==> src/rtl/twm_pkg.sv <==
`timescale 1ns/1ps
package twm_pkg;
  typedef enum logic [1:0] {
    OP_START = 2'd0,
    OP_STOP  = 2'd1,
    OP_SEND  = 2'd2,
    OP_RECV  = 2'd3
  } twm_op_e;

  typedef enum logic [1:0] {
    ST_IDLE,
    ST_ACT,
    ST_SCLW,
    ST_QTR
  } twm_st_e;

  typedef enum logic [2:0] {
    AC_SDA_REL,
    AC_SDA_PULL,
    AC_SDA_TX,
    AC_SCL_REL,
    AC_SCL_PULL
  } twm_act_e;

  typedef struct packed {
    twm_act_e act;
    logic     sample;
    logic     final_step;
    logic     adv_bit;
  } twm_step_t;
endpackage

==> src/rtl/twm_sync.sv <==
`timescale 1ns/1ps
module twm_sync #(
  parameter int STAGES = 2
) (
  input  logic clk,
  input  logic rst_n,
  input  logic d,
  output logic q
);
  logic [STAGES-1:0] ff_q;

  always_ff @(posedge clk or negedge rst_n) begin
    if (!rst_n) ff_q <= '1;
    else        ff_q <= {ff_q[STAGES-2:0], d};
  end

  assign q = ff_q[STAGES-1];
endmodule

==> src/rtl/twm_cnt.sv <==
`timescale 1ns/1ps
module twm_cnt #(
  parameter int LIMIT = 4
) (
  input  logic clk,
  input  logic rst_n,
  input  logic en,
  input  logic clr,
  output logic hit
);
  localparam int W = (LIMIT > 1) ? $clog2(LIMIT) : 1;
  localparam logic [W-1:0] C_ONE = W'(1);
  localparam logic [W-1:0] C_END = W'(LIMIT - 1);

  logic [W-1:0] c_q, c_d;

  assign hit = en && (c_q == C_END);

  always_comb begin
    c_d = c_q;
    if (clr || hit) c_d = '0;
    else if (en)    c_d = c_q + C_ONE;
  end

  always_ff @(posedge clk or negedge rst_n) begin
    if (!rst_n) c_q <= '0;
    else        c_q <= c_d;
  end
endmodule

==> src/rtl/twm_shift.sv <==
`timescale 1ns/1ps
module twm_shift #(
  parameter int W = 8
) (
  input  logic         clk,
  input  logic         rst_n,
  input  logic         load,
  input  logic [W-1:0] load_data,
  input  logic         msb_first,
  input  logic         tx_adv,
  input  logic         rx_adv,
  input  logic         rx_bit,
  output logic         tx_bit,
  output logic [W-1:0] data
);
  logic [W-1:0] sr_q, sr_d;

  always_comb begin
    sr_d = sr_q;
    if (load)
      sr_d = load_data;
    else if (rx_adv)
      sr_d = {rx_bit, sr_q[W-1:1]};
    else if (tx_adv)
      sr_d = msb_first ? {sr_q[W-2:0], 1'b0} : {1'b0, sr_q[W-1:1]};
  end

  always_ff @(posedge clk or negedge rst_n) begin
    if (!rst_n) sr_q <= '0;
    else        sr_q <= sr_d;
  end

  assign tx_bit = msb_first ? sr_q[W-1] : sr_q[0];
  assign data   = sr_q;
endmodule

==> src/rtl/twm_master.sv <==
`timescale 1ns/1ps
module twm_master
  import twm_pkg::*;
#(
  parameter int QTR_CYC    = 15,
  parameter int SCL_TO_CYC = 256,
  parameter int BYTE_W     = 8
) (
  input  logic              clk,
  input  logic              rst_n,
  input  logic              cmd_valid,
  input  logic [1:0]        cmd_op,
  input  logic              cmd_msb_first,
  input  logic              cmd_last,
  input  logic [BYTE_W-1:0] cmd_data,
  output logic              busy,
  output logic              done,
  output logic              rsp_nack,
  output logic [BYTE_W-1:0] rsp_data,
  output logic              bus_err,
  input  logic              scl_in,
  input  logic              sda_in,
  output logic              scl_pull,
  output logic              sda_pull
);
  localparam int CNT_W = $clog2(BYTE_W + 1);
  localparam logic [CNT_W-1:0] BIT_END = CNT_W'(BYTE_W);
  localparam logic [CNT_W-1:0] BIT_ONE = CNT_W'(1);

  twm_st_e          st_q, st_d;
  twm_op_e          op_q, op_d;
  logic             msb_q, msb_d, last_q, last_d;
  logic [CNT_W-1:0] bit_q, bit_d;
  logic [1:0]       ph_q, ph_d;
  logic             scl_q, scl_d, sda_q, sda_d;
  logic             nack_q, nack_d, err_q, err_d;
  logic             busy_q, busy_d, done_q, done_d;
  twm_step_t        stp;
  logic             scl_s, sda_s, q_hit, to_hit;
  logic             sh_load, tx_adv, rx_adv, tx_bit;
  logic             in_bits;

  // line synchronizers
  twm_sync #(.STAGES(2)) u_sync_scl (.clk(clk), .rst_n(rst_n), .d(scl_in), .q(scl_s));
  twm_sync #(.STAGES(2)) u_sync_sda (.clk(clk), .rst_n(rst_n), .d(sda_in), .q(sda_s));

  // quarter-bit wait and SCL release timeout
  twm_cnt #(.LIMIT(QTR_CYC)) u_qtr (
    .clk(clk), .rst_n(rst_n), .en(st_q == ST_QTR), .clr(st_q != ST_QTR), .hit(q_hit));
  twm_cnt #(.LIMIT(SCL_TO_CYC)) u_tout (
    .clk(clk), .rst_n(rst_n), .en(st_q == ST_SCLW), .clr(st_q != ST_SCLW), .hit(to_hit));

  twm_shift #(.W(BYTE_W)) u_shift (
    .clk(clk), .rst_n(rst_n), .load(sh_load), .load_data(cmd_data),
    .msb_first(msb_q), .tx_adv(tx_adv), .rx_adv(rx_adv), .rx_bit(sda_s),
    .tx_bit(tx_bit), .data(rsp_data));

  assign in_bits = (bit_q < BIT_END);

  // step decode: which action the current (op, bit, phase) performs
  always_comb begin
    stp.act        = AC_SDA_REL;
    stp.sample     = 1'b0;
    stp.final_step = 1'b0;
    stp.adv_bit    = 1'b0;
    case (op_q)
      OP_START: begin
        case (ph_q)
          2'd0: stp.act = AC_SDA_REL;
          2'd1: stp.act = AC_SCL_REL;
          2'd2: stp.act = AC_SDA_PULL;
          default: begin stp.act = AC_SCL_PULL; stp.final_step = 1'b1; end
        endcase
      end
      OP_STOP: begin
        case (ph_q)
          2'd0: stp.act = AC_SDA_PULL;
          2'd1: stp.act = AC_SCL_REL;
          default: begin stp.act = AC_SDA_REL; stp.final_step = 1'b1; end
        endcase
      end
      default: begin
        if (in_bits) begin
          case (ph_q)
            2'd0: stp.act = (op_q == OP_SEND) ? AC_SDA_TX : AC_SDA_REL;
            2'd1: begin stp.act = AC_SCL_REL; stp.sample = (op_q == OP_RECV); end
            default: begin stp.act = AC_SCL_PULL; stp.adv_bit = 1'b1; end
          endcase
        end else begin
          case (ph_q)
            2'd0: stp.act = (op_q == OP_SEND || last_q) ? AC_SDA_REL : AC_SDA_PULL;
            2'd1: begin stp.act = AC_SCL_REL; stp.sample = (op_q == OP_SEND); end
            2'd2: begin stp.act = AC_SCL_PULL; stp.final_step = (op_q == OP_SEND); end
            default: begin stp.act = AC_SDA_REL; stp.final_step = 1'b1; end
          endcase
        end
      end
    endcase
  end

  // next state
  always_comb begin
    st_d    = st_q;
    op_d    = op_q;
    msb_d   = msb_q;
    last_d  = last_q;
    bit_d   = bit_q;
    ph_d    = ph_q;
    scl_d   = scl_q;
    sda_d   = sda_q;
    nack_d  = nack_q;
    err_d   = err_q;
    busy_d  = busy_q;
    done_d  = 1'b0;
    sh_load = 1'b0;
    tx_adv  = 1'b0;
    rx_adv  = 1'b0;
    case (st_q)
      ST_IDLE: begin
        if (cmd_valid) begin
          op_d    = twm_op_e'(cmd_op);
          msb_d   = cmd_msb_first;
          last_d  = cmd_last;
          bit_d   = '0;
          ph_d    = 2'd0;
          busy_d  = 1'b1;
          err_d   = 1'b0;
          nack_d  = 1'b0;
          sh_load = 1'b1;
          st_d    = ST_ACT;
        end
      end
      ST_ACT: begin
        case (stp.act)
          AC_SDA_REL:  sda_d = 1'b0;
          AC_SDA_PULL: sda_d = 1'b1;
          AC_SDA_TX:   sda_d = ~tx_bit;
          AC_SCL_REL:  scl_d = 1'b0;
          AC_SCL_PULL: scl_d = 1'b1;
          default:     sda_d = sda_q;
        endcase
        st_d = (stp.act == AC_SCL_REL) ? ST_SCLW : ST_QTR;
      end
      ST_SCLW: begin
        if (scl_s) begin
          st_d = ST_QTR;
        end else if (to_hit) begin
          err_d  = 1'b1;
          busy_d = 1'b0;
          done_d = 1'b1;
          st_d   = ST_IDLE;
        end
      end
      default: begin
        if (q_hit) begin
          if (stp.sample) begin
            if (op_q == OP_SEND) nack_d = sda_s;
            else                 rx_adv = 1'b1;
          end
          if (stp.adv_bit) begin
            tx_adv = (op_q == OP_SEND);
            bit_d  = bit_q + BIT_ONE;
            ph_d   = 2'd0;
          end else begin
            ph_d = ph_q + 2'd1;
          end
          if (stp.final_step) begin
            busy_d = 1'b0;
            done_d = 1'b1;
            st_d   = ST_IDLE;
          end else begin
            st_d = ST_ACT;
          end
        end
      end
    endcase
  end

  // registers
  always_ff @(posedge clk or negedge rst_n) begin
    if (!rst_n) begin
      st_q   <= ST_IDLE;
      op_q   <= OP_START;
      msb_q  <= 1'b0;
      last_q <= 1'b0;
      bit_q  <= '0;
      ph_q   <= 2'd0;
      scl_q  <= 1'b0;
      sda_q  <= 1'b0;
      nack_q <= 1'b0;
      err_q  <= 1'b0;
      busy_q <= 1'b0;
      done_q <= 1'b0;
    end else begin
      st_q   <= st_d;
      op_q   <= op_d;
      msb_q  <= msb_d;
      last_q <= last_d;
      bit_q  <= bit_d;
      ph_q   <= ph_d;
      scl_q  <= scl_d;
      sda_q  <= sda_d;
      nack_q <= nack_d;
      err_q  <= err_d;
      busy_q <= busy_d;
      done_q <= done_d;
    end
  end

  assign scl_pull = scl_q;
  assign sda_pull = sda_q;
  assign busy     = busy_q;
  assign done     = done_q;
  assign rsp_nack = nack_q;
  assign bus_err  = err_q;
endmodule

==> config.mk <==
export PLATFORM = sky130hd
export DESIGN_NAME = twm_master
export DESIGN_NICKNAME = d
export VERILOG_FILES = /design/src/rtl/twm_pkg.sv /design/src/rtl/twm_sync.sv /design/src/rtl/twm_cnt.sv /design/src/rtl/twm_shift.sv /design/src/rtl/twm_master.sv
export SDC_FILE = /design/constraint.sdc
export NUM_CORES = 1
export LEC_CHECK = 0
export BUFFER_PORTS_ARGS = -buffer_cell sky130_fd_sc_hd__clkbuf_2
export CAP_MARGIN = 25
export CELL_PAD_IN_SITES_DETAIL_PLACEMENT = 0
export CELL_PAD_IN_SITES_GLOBAL_PLACEMENT = 1
export CORE_MARGIN = 2
export CORE_UTILIZATION = 44
export DETAILED_ROUTE_END_ITERATION = 8
export PLACE_DENSITY_LB_ADDON = 0.1
export SYNTH_ARGS = -nofsm -noshare
export SYNTH_HDL_FRONTEND = slang
export SYNTH_SLANG_ARGS = --single-unit
==> constraint.sdc <==
create_clock -name clk -period 2.1 [get_ports clk]
set_input_delay 0.21 -clock clk [delete_from_list [all_inputs] [get_ports clk]]
set_output_delay 0.21 -clock clk [all_outputs]
set_load 0.02 [all_outputs]
==> summary.md, run 1 <==
| Metric | Value |
|---|---|
| Post-route setup slack | `around 0.16 ns` |
| Clk Tree Root Cell | `clkbuf_8` |
| WL final | `between 4000 and 5000 um` |
| I/O pin count | `31` |
| Antenna violations before repair | `0` |
| Site Rows | `26` |
| Post-CTS setup buffers | `0` |
| GRT overflow | `0` |
| Buf/Inv on CP | `1` |
| Launch point of the worst reg-to-reg path | `ph_q[0]$_DFFE_PN0P_` |
| Max Fanout on Critical Path | `7` |
| Initial Util | `roughly 46%` |
| First-pass GRT wire length | `roughly 8700 um` |
| Number of synthesized register bits | `42` |
| Max incr delay on CP | `about 0.43 ns` |
| Pleak | `approximately 1.3 nW` |
| Worst path required time | `roughly 2.3 ns` |
| DRC errors left | `0` |
| Hold violation count in the final report | `0` |
| H-tree depth | `2` |
| Simple-Gate Fraction of Synth Area | `17.9%` |
| CP Data Arrival Time | `2.13 ns` |
| Die area | `roughly 0.006 mm^2` |
| Routed Antenna Nets | `0` |
| Cell chain of the critical path | `inv_1 > ha_1 > nor2_2 > o311ai_0 > or2_1 > or2_0 > a32o_1` |
| Final HPWL DP | `roughly 3700 um` |
| Max Root-Sink Buffers | `2` |
| Clock Sinks | `42` |
| Routed len/inst | `roughly 14 um` |
| Levels on crit path | `7` |
| Fin area | `~0.0028 mm^2` |
| Post-synth net total | `between 200 and 300` |
| R2r endpoint | `st_q[0]$_DFFE_PN0P_` |
| Tightest Pin Transition | `~0.45 ns` |
| Synth warnings | `0` |
| Dpl cell area | `0.00264 mm^2` |
| Crit. Startpoint | `ph_q[0]$_DFFE_PN0P_` |
| Clock Skew | `about 0.0073 ns` |
| Die W | `approximately 77 um` |
| Clock latency on the worst-skew pair | `0.30 ns` |
| Number of setup violations in the final report | `0` |
| Crit share post-route | `92.3%` |
| Startpoint Class | `flip-flop` |
| PortBufs | `30` |
| Vias in the first global route | `between 1500 and 2000` |
| Final layout net count | `~310` |
| Mux cell area share after synthesis | `approximately 5.0%` |
| Status | `finished clean` |
| Synth-to-layout area growth | `19.0%` |
| Hold slack | `between 0.1 and 0.15 ns` |
| Die H | `a little under 80 um` |
| Post-synthesis adder-cell area fraction | `under 10%` |
| Netlist cell types | `between 50 and 60` |
| Fin util | `a little over half` |
| Syn Inst Count | `238` |
| Post-synth EDFFs | `0` |
| Post-synthesis area per instance | `about 9.8 um^2` |
| Cell family with the largest share of critical-path delay | `simple AND/OR/NAND/NOR gates` |
| DRT Pass-1 Iters | `4` |
| Hold Crit Class | `in -> reg` |
| Largest family of logic cells by synthesized area | `simple AND/OR/NAND/NOR gates` |
| Clk slew on worst S/H paths | `~0.080 ns` |
| Synth Area in Compound Gates | `between 10% and 20%` |
| Post-Place Setup Slack | `roughly 0.063 ns` |
| Last element of the critical path | `st_q[0]$_DFFE_PN0P_` |
| MaxCap Viol Count | `0` |
| Layout cells sized above 1 | `approximately 25%` |
| Maximum clock rate | `~520 MHz` |
| XOR/XNOR Fraction of Synth Area | `2.25%` |
| Crit path kind | `reg -> reg` |
| Total track usage | `a little under a fifth` |
| Via Count | `approximately 1800` |
| CP max stage cell | `dfrtp_2` |
| Seq/Total Area, Yosys | `between 40% and 50%` |
| CTS Buf Count | `5` |
| Synthesized area | `approximately 0.0023 mm^2` |
| CTS tree | `done` |
| Global placement routability congestion | `~0.84` |
| Final Max Tran Viols | `0` |
| Tot Pwr | `approximately 3.8 mW` |
| Hold Path Cell Cnt | `2` |
| Min cycle time layout | `about 1.9 ns` |
| Vias per cell | `around 5.2` |
| Worst rel slew slack | `69.4%` |
| Core region area | `about 0.0051 mm^2` |
| Primary FF master, synth | `dfrtp_1` |
| Worst R2R Setup Slack | `approximately 0.16 ns` |
| Reg2Reg Depth | `7` |
| Cell area power density | `about 1400 mW/mm^2` |
| Iter 0 DRT Violations | `slightly below 100` |
| IR drop worst, VDD | `around 530 uV` |
| Antenna diode count | `0` |
| Pin count of the biggest net entering global routing | `23` |
| Fill cell count | `486` |
| CP endpoint kind | `flip-flop` |
| Ys async rst share | `100%` |
==> cells in the final DEF, fill, tap and decap left out, types with 4 or more instances in the layout <==
master | synthesis | final
mux2_2 | 5 | 5
inv_1 | 14 | 14
a211oi_1 | 5 | 5
dfrtp_1 | 38 | 37
clkbuf_8 | 0 | 5
xor2_1 | 4 | 4
nor2_1 | 20 | 19
dfstp_2 | 4 | 4
ha_1 | 14 | 14
clkbuf_2 | 1 | 30
o22ai_1 | 8 | 8
nand3_1 | 9 | 9
mux2i_1 | 6 | 6
nand2_1 | 15 | 15
a31oi_1 | 6 | 6
o21ai_0 | 11 | 11
a21oi_1 | 17 | 17
buf_4 | 1 | 12
==> through the flow <==
stage | std cells | TNS, ns
4_1_cts | 352 | 0
3_5_place_dp | 341 | 0
6_report | 352 | 0
3_3_place_gp | 341 | 0
2_1_floorplan | 238 | 0
5_1_grt | 352 | -0.00899
==> registers in the layout, indices dropped and copies added (netlist names), 2 cells and up <==
register         cells
ph_q                 2
u_shift.data         8
u_sync_scl.ff_q      2
u_qtr.c_q            4
st_q                 2
op_q                 2
u_sync_sda.ff_q      2
bit_q                4
u_tout.c_q           8
==> synthesized netlist by cell type, drive strengths merged, types with 5 or more instances <==
master	count	area, um^2
a211oi	5	37.5
a21oi	17	85.1
a31oi	6	37.5
buf	6	32.5
dfrtp	38	951
ha	14	175
inv	14	52.6
mux2	5	56.3
mux2i	6	60.1
nand2	15	56.3
nand3	9	45.0
nor2	20	75.1
nor3	5	35.0
o21ai	12	63.8
o22ai	8	50.1
or2	5	31.3
==> area by class of cell <==
class / instances / area (um^2) / area share, %
Multi-Input combinational cell: 172 / 1180 / 42.5
Inverter: 14 / 52.6 / 1.89
Clock buffer: 6 / 72.6 / 2.61
Sequential cell: 42 / 1060 / 38.0
Tap cell: 70 / 87.6 / 3.15
Timing Repair Buffer: 46 / 290 / 10.4
Clock inverter: 2 / 37.5 / 1.35
==> layer usage <==
layer	track usage, %	share of wire [%]	wire, um
met1	26.1	50	2450
met2	28.2	46	2220
met3	3.65	3.0	144
met4	5.45	1.2	57
met5	0	0	0
==> cells by family after synthesis <==
family	after synthesis
fa+ha+maj	14
compound gates	64
xor+xnor	6
buf+inv	24
mux	11
flops	42
simple gates	77
==> worst register-to-register path, cell delays in order (launching register included) <==
cell      delay, ns
dfrtp_2        0.43
inv_1          0.10
ha_1           0.27
nor2_2         0.19
o311ai_0       0.11
or2_1          0.28
or2_0          0.22
a32o_1         0.25
==> how the worst min path moves through the flow <==
| stage | endpoint | slack (ns) | from |
|---|---|---|---|
| after floorplan | bit_q[0]$_DFFE_PN0P_ | -0.09 | rst_n |
| after global placement | u_shift.data[3]$_DFFE_PN0P_ | 0.005 | rst_n |
| after detailed placement | u_shift.data[3]$_DFFE_PN0P_ | 0.005 | rst_n |
| after CTS | op_q[0]$_DFFE_PN0P_ | 0.13 | cmd_op[0] |
| after global routing | msb_q$_DFFE_PN0P_ | 0.14 | cmd_msb_first |
| final | last_q$_DFFE_PN0P_ | 0.14 | cmd_last |
==> repair_timing <==
| action | CTS | global route |
|---|---|---|
| hold buffers | 3 | 0 |
| resized for setup | 0 | 2 |
| setup endpoints to repair | 0 | 9 |
| endpoints found under the hold margin | 40 | 0 |
==> where the power goes <==
group | leakage (nW) | switching (mW) | internal (mW)
combinational | 0.694 | 1.03 | 0.823
clock | 0.0514 | 0.290 | 0.355
sequential | 0.523 | 0.274 | 1.05
total | 1.27 | 1.60 | 2.23
Power figures use the tool's default switching activity.
==> run 2: changes to the inputs <==
--- a/config.mk
+++ b/config.mk
@@ -10,9 +10,10 @@
 export CELL_PAD_IN_SITES_DETAIL_PLACEMENT = 0
 export CELL_PAD_IN_SITES_GLOBAL_PLACEMENT = 1
 export CORE_MARGIN = 2
-export CORE_UTILIZATION = 44
+export CORE_UTILIZATION = 45
 export DETAILED_ROUTE_END_ITERATION = 8
 export PLACE_DENSITY_LB_ADDON = 0.1
 export SYNTH_ARGS = -nofsm -noshare
 export SYNTH_HDL_FRONTEND = slang
+export SYNTH_HIERARCHICAL = 1
 export SYNTH_SLANG_ARGS = --single-unit
==> run 2 against run 1 <==
  * Count of clock-buffer cells in the layout increased by 2
  * Maximum frequency decreased by 4.3%
  * Combinational power decreased by 13%
  * Synthesized area increased by 4.7%
  * Non-clock buffer count increased by 13
  * Critical path type unchanged
==> summary.md, run 2 <==
| Metric | Value |
|---|---|
| Cell area power density | `1120 mW/mm^2 (-19%)` |
| Synth-to-layout area growth | `22.5%` |
| Post-Place Setup Slack | `0.0434 ns (-0.0192 ns)` |
| Most frequent cells in the layout | `dfrtp_1 (36), clkbuf_2 (30), buf_4 (25), nor2_1 (24), nand2_1 (23)` |
| Count leader, synth | `dfrtp_1` |
| CTS Buf Count | `5 (unchanged)` |
| Synth warnings | `6 (+6)` |
| MaxCap Viol Count | `0 (unchanged)` |
| Die W | `77.7 um (+1.1%)` |
| Clk slew on worst S/H paths | `0.08 ns (about the same)` |
| Final HPWL DP | `4050 um (+10%)` |
| Post-synth net total | `282 (+4.8%)` |
| Status | `finished clean` |
| Die H | `77.7 um (+1.1%)` |
| Crit path kind | `reg -> reg` |
| Total track usage | `19.4% (+1.0 points)` |
| Pin count of the biggest net entering global routing | `25 (+8.7%)` |
| Number of setup violations in the final report | `0 (unchanged)` |
| Hold Path Cell Cnt | `3 (+1)` |
| IR drop worst, VDD | `449 uV (-15%)` |
| Post-route setup slack | `0.0752 ns (-0.0862 ns)` |
| Worst rel slew slack | `65.5% (-3.9 points)` |
| Post-synth EDFFs | `0 (unchanged)` |
| Routed len/inst | `14.3 um (+3.2%)` |
| Seq/Total Area, Yosys | `43.1% (-2.0 points)` |
| Worst Hold End | `op_q[0]$_DFFE_PN0P_` |
| Netlist cell types | `58 (+14%)` |
| Share of the synthesized area in the top cell type | `38.9% (-1.8 points)` |
| Site Rows | `26 (unchanged)` |
| Clk Tree Root Cell | `clkbuf_8` |
| Max Root-Sink Buffers | `2 (unchanged)` |
| Dpl cells | `368 (+7.9%)` |
| Unrepaired setup endpoints after global routing | `true` |
| First-pass GRT wire length | `9420 um (+8.9%)` |
| Pleak | `1.36 nW (+6.8%)` |
| Synthesized area | `0.00245 mm^2 (+4.7%)` |
| HP Start | `cmd_op[0]` |
| Fin util | `58.0% (+3.5 points)` |
| Primary FF master, synth | `dfrtp_1` |
| PortBufs | `30 (unchanged)` |
| Startpoint Class | `flip-flop` |
| GRT overflow | `0 (unchanged)` |
| Global placement routability congestion | `0.795 (-5.0%)` |
| Layout cells sized above 1 | `28.8% (+3.7 points)` |
| DRT Pass-1 Iters | `4 (unchanged)` |
| Antenna violations before repair | `0 (unchanged)` |
| Iter 0 DRT Violations | `87 (-10%)` |
| Yosys top cell by area | `dfrtp_1` |
| CP endpoint kind | `flip-flop` |
| Worst path required time | `2.29 ns (about the same)` |
| Syn Inst Count | `253 (+6.3%)` |
| DRC errors left | `0 (unchanged)` |
| Layout Cells excl Fill | `382 (+8.5%)` |
| CP Data Arrival Time | `2.22 ns (+0.09 ns)` |
| Final Max Tran Viols | `0 (unchanged)` |
| Ys async rst share | `100% (unchanged)` |
| Number of synthesized register bits | `42 (unchanged)` |
| Reg2Reg Depth | `6 (-1)` |
| Tot Pwr | `3.37 mW (-12%)` |
| Die area | `0.00604 mm^2 (+2.3%)` |
| R2r endpoint | `sda_pull$_DFFE_PN0P_` |
| Core region area | `0.00517 mm^2 (+1.3%)` |
| Vias per cell | `5.36 (+2.8%)` |
| Clock Skew | `0.00678 ns (-0.000520 ns)` |
| Dominant cells by area after synthesis | `dfrtp_1 (39%), ha_1 (6.1%), dfstp_2 (4.3%)` |
| Initial Util | `47.3% (+1.6 points)` |
| Post-synthesis area per instance | `9.67 um^2 (-1.5%)` |
| Tightest Pin Transition | `0.518 ns (+0.0637 ns)` |
| Vias in the first global route | `2000 (+15%)` |
| Min cycle time layout | `2.02 ns (+0.0862 ns)` |
| WL final | `5450 um (+12%)` |
| Hold Crit Class | `in -> reg` |
| Crit share post-route | `96.4% (+4.1 points)` |
| Antenna diode count | `0 (unchanged)` |
| Worst R2R Setup Slack | `0.08 ns (-0.09 ns)` |
| Via Count | `2049 (+12%)` |
| Clock Sinks | `42 (unchanged)` |
| Final layout net count | `340 (+9.0%)` |
| Commonest non-fill, non-tap cell in the layout | `dfrtp_1` |
| Routed Antenna Nets | `0 (unchanged)` |
| H-tree depth | `2 (unchanged)` |
| CTS tree | `done` |
| I/O pin count | `31 (unchanged)` |
| Post-synth top cells | `dfrtp_1 (38), nor2_1 (24), nand2_1 (23)` |
| Clock latency on the worst-skew pair | `0.29 ns (about the same)` |
| Hold violation count in the final report | `0 (unchanged)` |
| Maximum clock rate | `494 MHz (-4.3%)` |
| Max Fanout on Critical Path | `6 (-1)` |
| Launch point of the worst reg-to-reg path | `ph_q[1]$_DFFE_PN0P_` |
[run 2: cell count changes after synthesis, sizes merged, moves of 3 or more]
cell	delta
o211ai	+3
nor2	+4
a2bb2oi	+3
a21oi	-7
a211oi	-4
o2111ai	+3
or2	-4
o31ai	-3
nand3	-5
nand2	+8
inv	+3
and2b	+3
[run 2: metal layers]
layer | share of wire [%] | GRT usage [%]
met4 | 1.3 | 6.96
met2 | 45 | 30.2
met5 | 0 | 0
met3 | 3.1 | 3.14
met1 | 50 | 27.3
[run 2: worst max-delay path, cell delays in order, from the launching register on]
cell and delay [ns]:
dfrtp_1 0.42, inv_1 0.10, ha_1 0.27, nor3b_1 0.12, o32a_4 0.39, or4_1 0.51
o211a_1 0.12
[run 2: cell families (layout without fill, tap and decap cells)]
kind of cell | after synthesis | in the layout | share of synthesized area, %
simple gates | 94 | 94 | 20.1
compound gates | 60 | 60 | 17.8
flops | 42 | 42 | 43.1
buf+inv | 25 | 84 | 4.65
mux | 13 | 13 | 5.62
fa+ha+maj | 12 | 12 | 6.13
xor+xnor | 7 | 7 | 2.51
[run 2: cell type report]
type,count,area (um^2)
multi-input cells,186,1310
flip-flops and latches,42,1060
fillers,475,2170
clock buffers,8,90.1
well taps,70,87.6
inverters,17,63.8
repair buffers,59,388
[run 2: worst max path at each step]
stage          slack [ns]  cells past startpoint                   end                start
6_report             0.08                      6  sda_pull$_DFFE_PN0P_  ph_q[1]$_DFFE_PN0P_
5_1_grt           -0.0001                      6  sda_pull$_DFFE_PN0P_  ph_q[1]$_DFFE_PN0P_
4_1_cts              0.03                      6  sda_pull$_DFFE_PN0P_  ph_q[0]$_DFFE_PN0P_
3_5_place_dp         0.04                      6  sda_pull$_DFFE_PN0P_  ph_q[0]$_DFFE_PN0P_
3_3_place_gp         0.08                      6  sda_pull$_DFFE_PN0P_  ph_q[0]$_DFFE_PN0P_
2_1_floorplan       -0.03                      8      busy$_DFFE_PN0P_  st_q[0]$_DFFE_PN0P_
[run 2: what timing repair did]
item	in CTS	in global routing
buffers inserted	0	3
gates resized for setup	0	3
endpoints found under the setup margin	0	7
hold endpoints to repair	20	0
hold buffers	3	0
[run 2: per-stage QoR]
step,TNS (ns),instance area (um^2),hold WS (ns)
2_1_floorplan,-0.0597,2480,-0.0856
3_3_place_gp,0,2850,0.201
3_5_place_dp,0,2850,0.211
4_1_cts,0,2970,0.0997
5_1_grt,-0.000142,3000,0.123
6_report,0,3000,0.107
[run 2: power by group]
part / switching [mW] / internal (mW) / total [mW]
clock: 0.265 / 0.268 / 0.533
combinational: 0.876 / 0.736 / 1.61
sequential: 0.216 / 1.00 / 1.22
==> run 3: changes to the inputs <==
--- a/config.mk
+++ b/config.mk
@@ -13,6 +13,7 @@
 export CORE_UTILIZATION = 45
 export DETAILED_ROUTE_END_ITERATION = 8
 export PLACE_DENSITY_LB_ADDON = 0.1
+export RECOVER_POWER = 50
 export SYNTH_ARGS = -nofsm -noshare
 export SYNTH_HDL_FRONTEND = slang
 export SYNTH_HIERARCHICAL = 1
==> run 3 against run 2 <==
  * Worst setup slack got worse by 0.00065 ns
  * Core utilization decreased by 0.17 points
  * Register-to-register slack about the same
  * Count of clock-buffer cells in the layout unchanged
  * Hold slack about the same
  * Sequential share of layout area increased by 0.10 points
  * Global-route usage unchanged
  * Sequential power about the same
  * Critical endpoint unchanged
  * Largest power group unchanged
==> summary.md, run 3 (synthesis results as in run 2) <==
| Metric | Value |
|---|---|
| Status | `finished clean` |
| Hold Crit Class | `in -> reg` |
| MaxCap Viol Count | `0 (unchanged)` |
| Core region area | `0.00517 mm^2 (unchanged)` |
| Dpl cell area | `0.00285 mm^2 (unchanged)` |
| Most frequent cells in the layout | `dfrtp_1 (36), buf_4 (25), nor2_1 (24), nand2_1 (23), clkbuf_2 (23)` |
| Vias per cell | `5.36 (-0.15%)` |
| Cell family with the largest share of critical-path delay | `simple AND/OR/NAND/NOR gates` |
| I/O pin count | `31 (unchanged)` |
| Commonest non-fill, non-tap cell in the layout | `dfrtp_1` |
| Max Fanout on Critical Path | `6 (unchanged)` |
| Vias in the first global route | `2000 (unchanged)` |
| Pin count of the biggest net entering global routing | `25 (unchanged)` |
| Antenna violations before repair | `0 (unchanged)` |
| Die W | `77.7 um (unchanged)` |
| Antenna diode count | `0 (unchanged)` |
| Fill cell count | `481 (+1.3%)` |
| Final HPWL DP | `4050 um (unchanged)` |
| Initial Util | `47.3% (unchanged)` |
| Crit. Startpoint | `ph_q[1]$_DFFE_PN0P_` |
| Cell chain of the critical path | `inv_1 > ha_1 > nor3b_1 > o32a_4 > or4_1 > o211a_1` |
| Total track usage | `19.4% (unchanged)` |
| Global placement routability congestion | `0.795 (unchanged)` |
| Worst path required time | `2.29 ns (about the same)` |
| IR drop worst, VDD | `449 uV (about the same)` |
| Maximum clock rate | `494 MHz (about the same)` |
| Clk slew on worst S/H paths | `0.08 ns (about the same)` |
| Hold violation count in the final report | `0 (unchanged)` |
| CTS Buf Count | `5 (unchanged)` |
| Layout cells sized above 1 | `26.6% (-2.2 points)` |
| Max incr delay on CP | `0.51 ns (about the same)` |
| Die H | `77.7 um (unchanged)` |
| Clk Tree Root Cell | `clkbuf_8` |
| Routed Antenna Nets | `0 (unchanged)` |
| R2r endpoint | `sda_pull$_DFFE_PN0P_` |
| Cell area power density | `1120 mW/mm^2 (+0.14%)` |
| Fin area | `0.00299 mm^2 (-0.29%)` |
| WL final | `5460 um (about the same)` |
| First-pass GRT wire length | `9420 um (unchanged)` |
| CP Data Arrival Time | `2.22 ns (about the same)` |
| Levels on crit path | `6 (unchanged)` |
| Clock latency on the worst-skew pair | `0.29 ns (about the same)` |
| DRC errors left | `0 (unchanged)` |
| CTS tree | `done` |
| Via Count | `2046 (-0.15%)` |
| Final Max Tran Viols | `0 (unchanged)` |
| Unrepaired setup endpoints after global routing | `true` |
| Worst R2R Setup Slack | `0.07 ns (about the same)` |
| Layout Cells excl Fill | `382 (unchanged)` |
| Tightest Pin Transition | `1.12 ns (+0.597 ns)` |
| DRT Pass-1 Iters | `4 (unchanged)` |
| Startpoint Class | `flip-flop` |
| Clock Skew | `0.00708 ns (+0.000292 ns)` |
| Last element of the critical path | `sda_pull$_DFFE_PN0P_` |
| Buf/Inv on CP | `1 (unchanged)` |
| Crit path kind | `reg -> reg` |
| Worst rel slew slack | `25.7% (-40 points)` |
| PortBufs | `30 (unchanged)` |
| Reg2Reg Depth | `6 (unchanged)` |
| Final layout net count | `340 (unchanged)` |
| Launch point of the worst reg-to-reg path | `ph_q[1]$_DFFE_PN0P_` |
| Clock Sinks | `42 (unchanged)` |
| Site Rows | `26 (unchanged)` |
| H-tree depth | `2 (unchanged)` |
| Min cycle time layout | `2.03 ns (+0.000654 ns)` |
| Dpl cells | `368 (unchanged)` |
| CP endpoint kind | `flip-flop` |
| GRT overflow | `0 (unchanged)` |
| Die area | `0.00604 mm^2 (unchanged)` |
| Routed len/inst | `14.3 um (about the same)` |
| Synth-to-layout area growth | `22.2%` |
| HP Start | `cmd_op[0]` |
| Post-Route Setup TNS | `0 ns (unchanged)` |
| Max Root-Sink Buffers | `2 (unchanged)` |
| Crit share post-route | `96.5% (about the same)` |
| Iter 0 DRT Violations | `85 (-2.3%)` |
| Number of setup violations in the final report | `0 (unchanged)` |
| Pleak | `1.33 nW (-1.6%)` |
| CP max stage cell | `or4_1` |
run 3: area by class of cell:
type,count,area [um^2],area share (%)
clock buffers,8,90.1,3.01
inverters,17,63.8,2.13
repair buffers,59,379,12.7
flip-flops and latches,42,1060,35.4
well taps,70,87.6,2.93
multi-input cells,186,1310,43.8
run 3: worst min-delay path by stage:
stage,to,slack (ns),depth (start not counted)
after detailed placement,u_tout/c_q[5]$_DFFE_PN0P_,0.21,1
final,op_q[0]$_DFFE_PN0P_,0.11,3
after floorplan,bit_q[0]$_DFFE_PN0P_,-0.09,0
after global routing,op_q[0]$_DFFE_PN0P_,0.12,3
after CTS,op_q[0]$_DFFE_PN0P_,0.1,3
after global placement,u_tout/c_q[5]$_DFFE_PN0P_,0.20,1
run 3: tightest hold or removal path, cell delays in order:
cell      delay [ns]
clkbuf_2        0.08
nand2_1         0.04
nand2_1         0.05
run 3: metrics by stage:
stage	power (mW)	hold WS (ns)	setup slack, ns	utilization, %
after CTS	3.38	0.0997	0.0299	57.5
after detailed placement	2.84	0.211	0.0434	55.1
after global routing	3.62	0.123	-0.000142	57.8
final	3.36	0.107	0.0745	57.8
after global placement	2.83	0.201	0.0819	55.1
after floorplan	2.33	-0.0856	-0.0299	-
run 3: report_power, final:
part	switching [mW]	internal, mW	leakage, nW
clock	0.265	0.268	0.0455
sequential	0.216	1.00	0.533
combinational	0.876	0.730	0.755
total	1.36	2.00	1.33
run 3: repair_timing:
| action | 4_1_cts | 5_1_grt |
|---|---|---|
| hold endpoints to repair | 20 | 0 |
| setup buffers | 0 | 3 |
| hold buffers | 3 | 0 |
| endpoints found under the setup margin | 0 | 7 |
| resized for setup | 0 | 3 |
run 3: routing by layer:
metal  GRT usage [%]  routed length [um]  part of all wire, %  vias up
met1            27.3                2750                   50      979
met2            30.2                2460                   45       30
met5               0                   0                    0        -
li1                -                   -                    -     1032
met4            6.96                  72                  1.3        0
met3            3.14                 167                  3.1        5
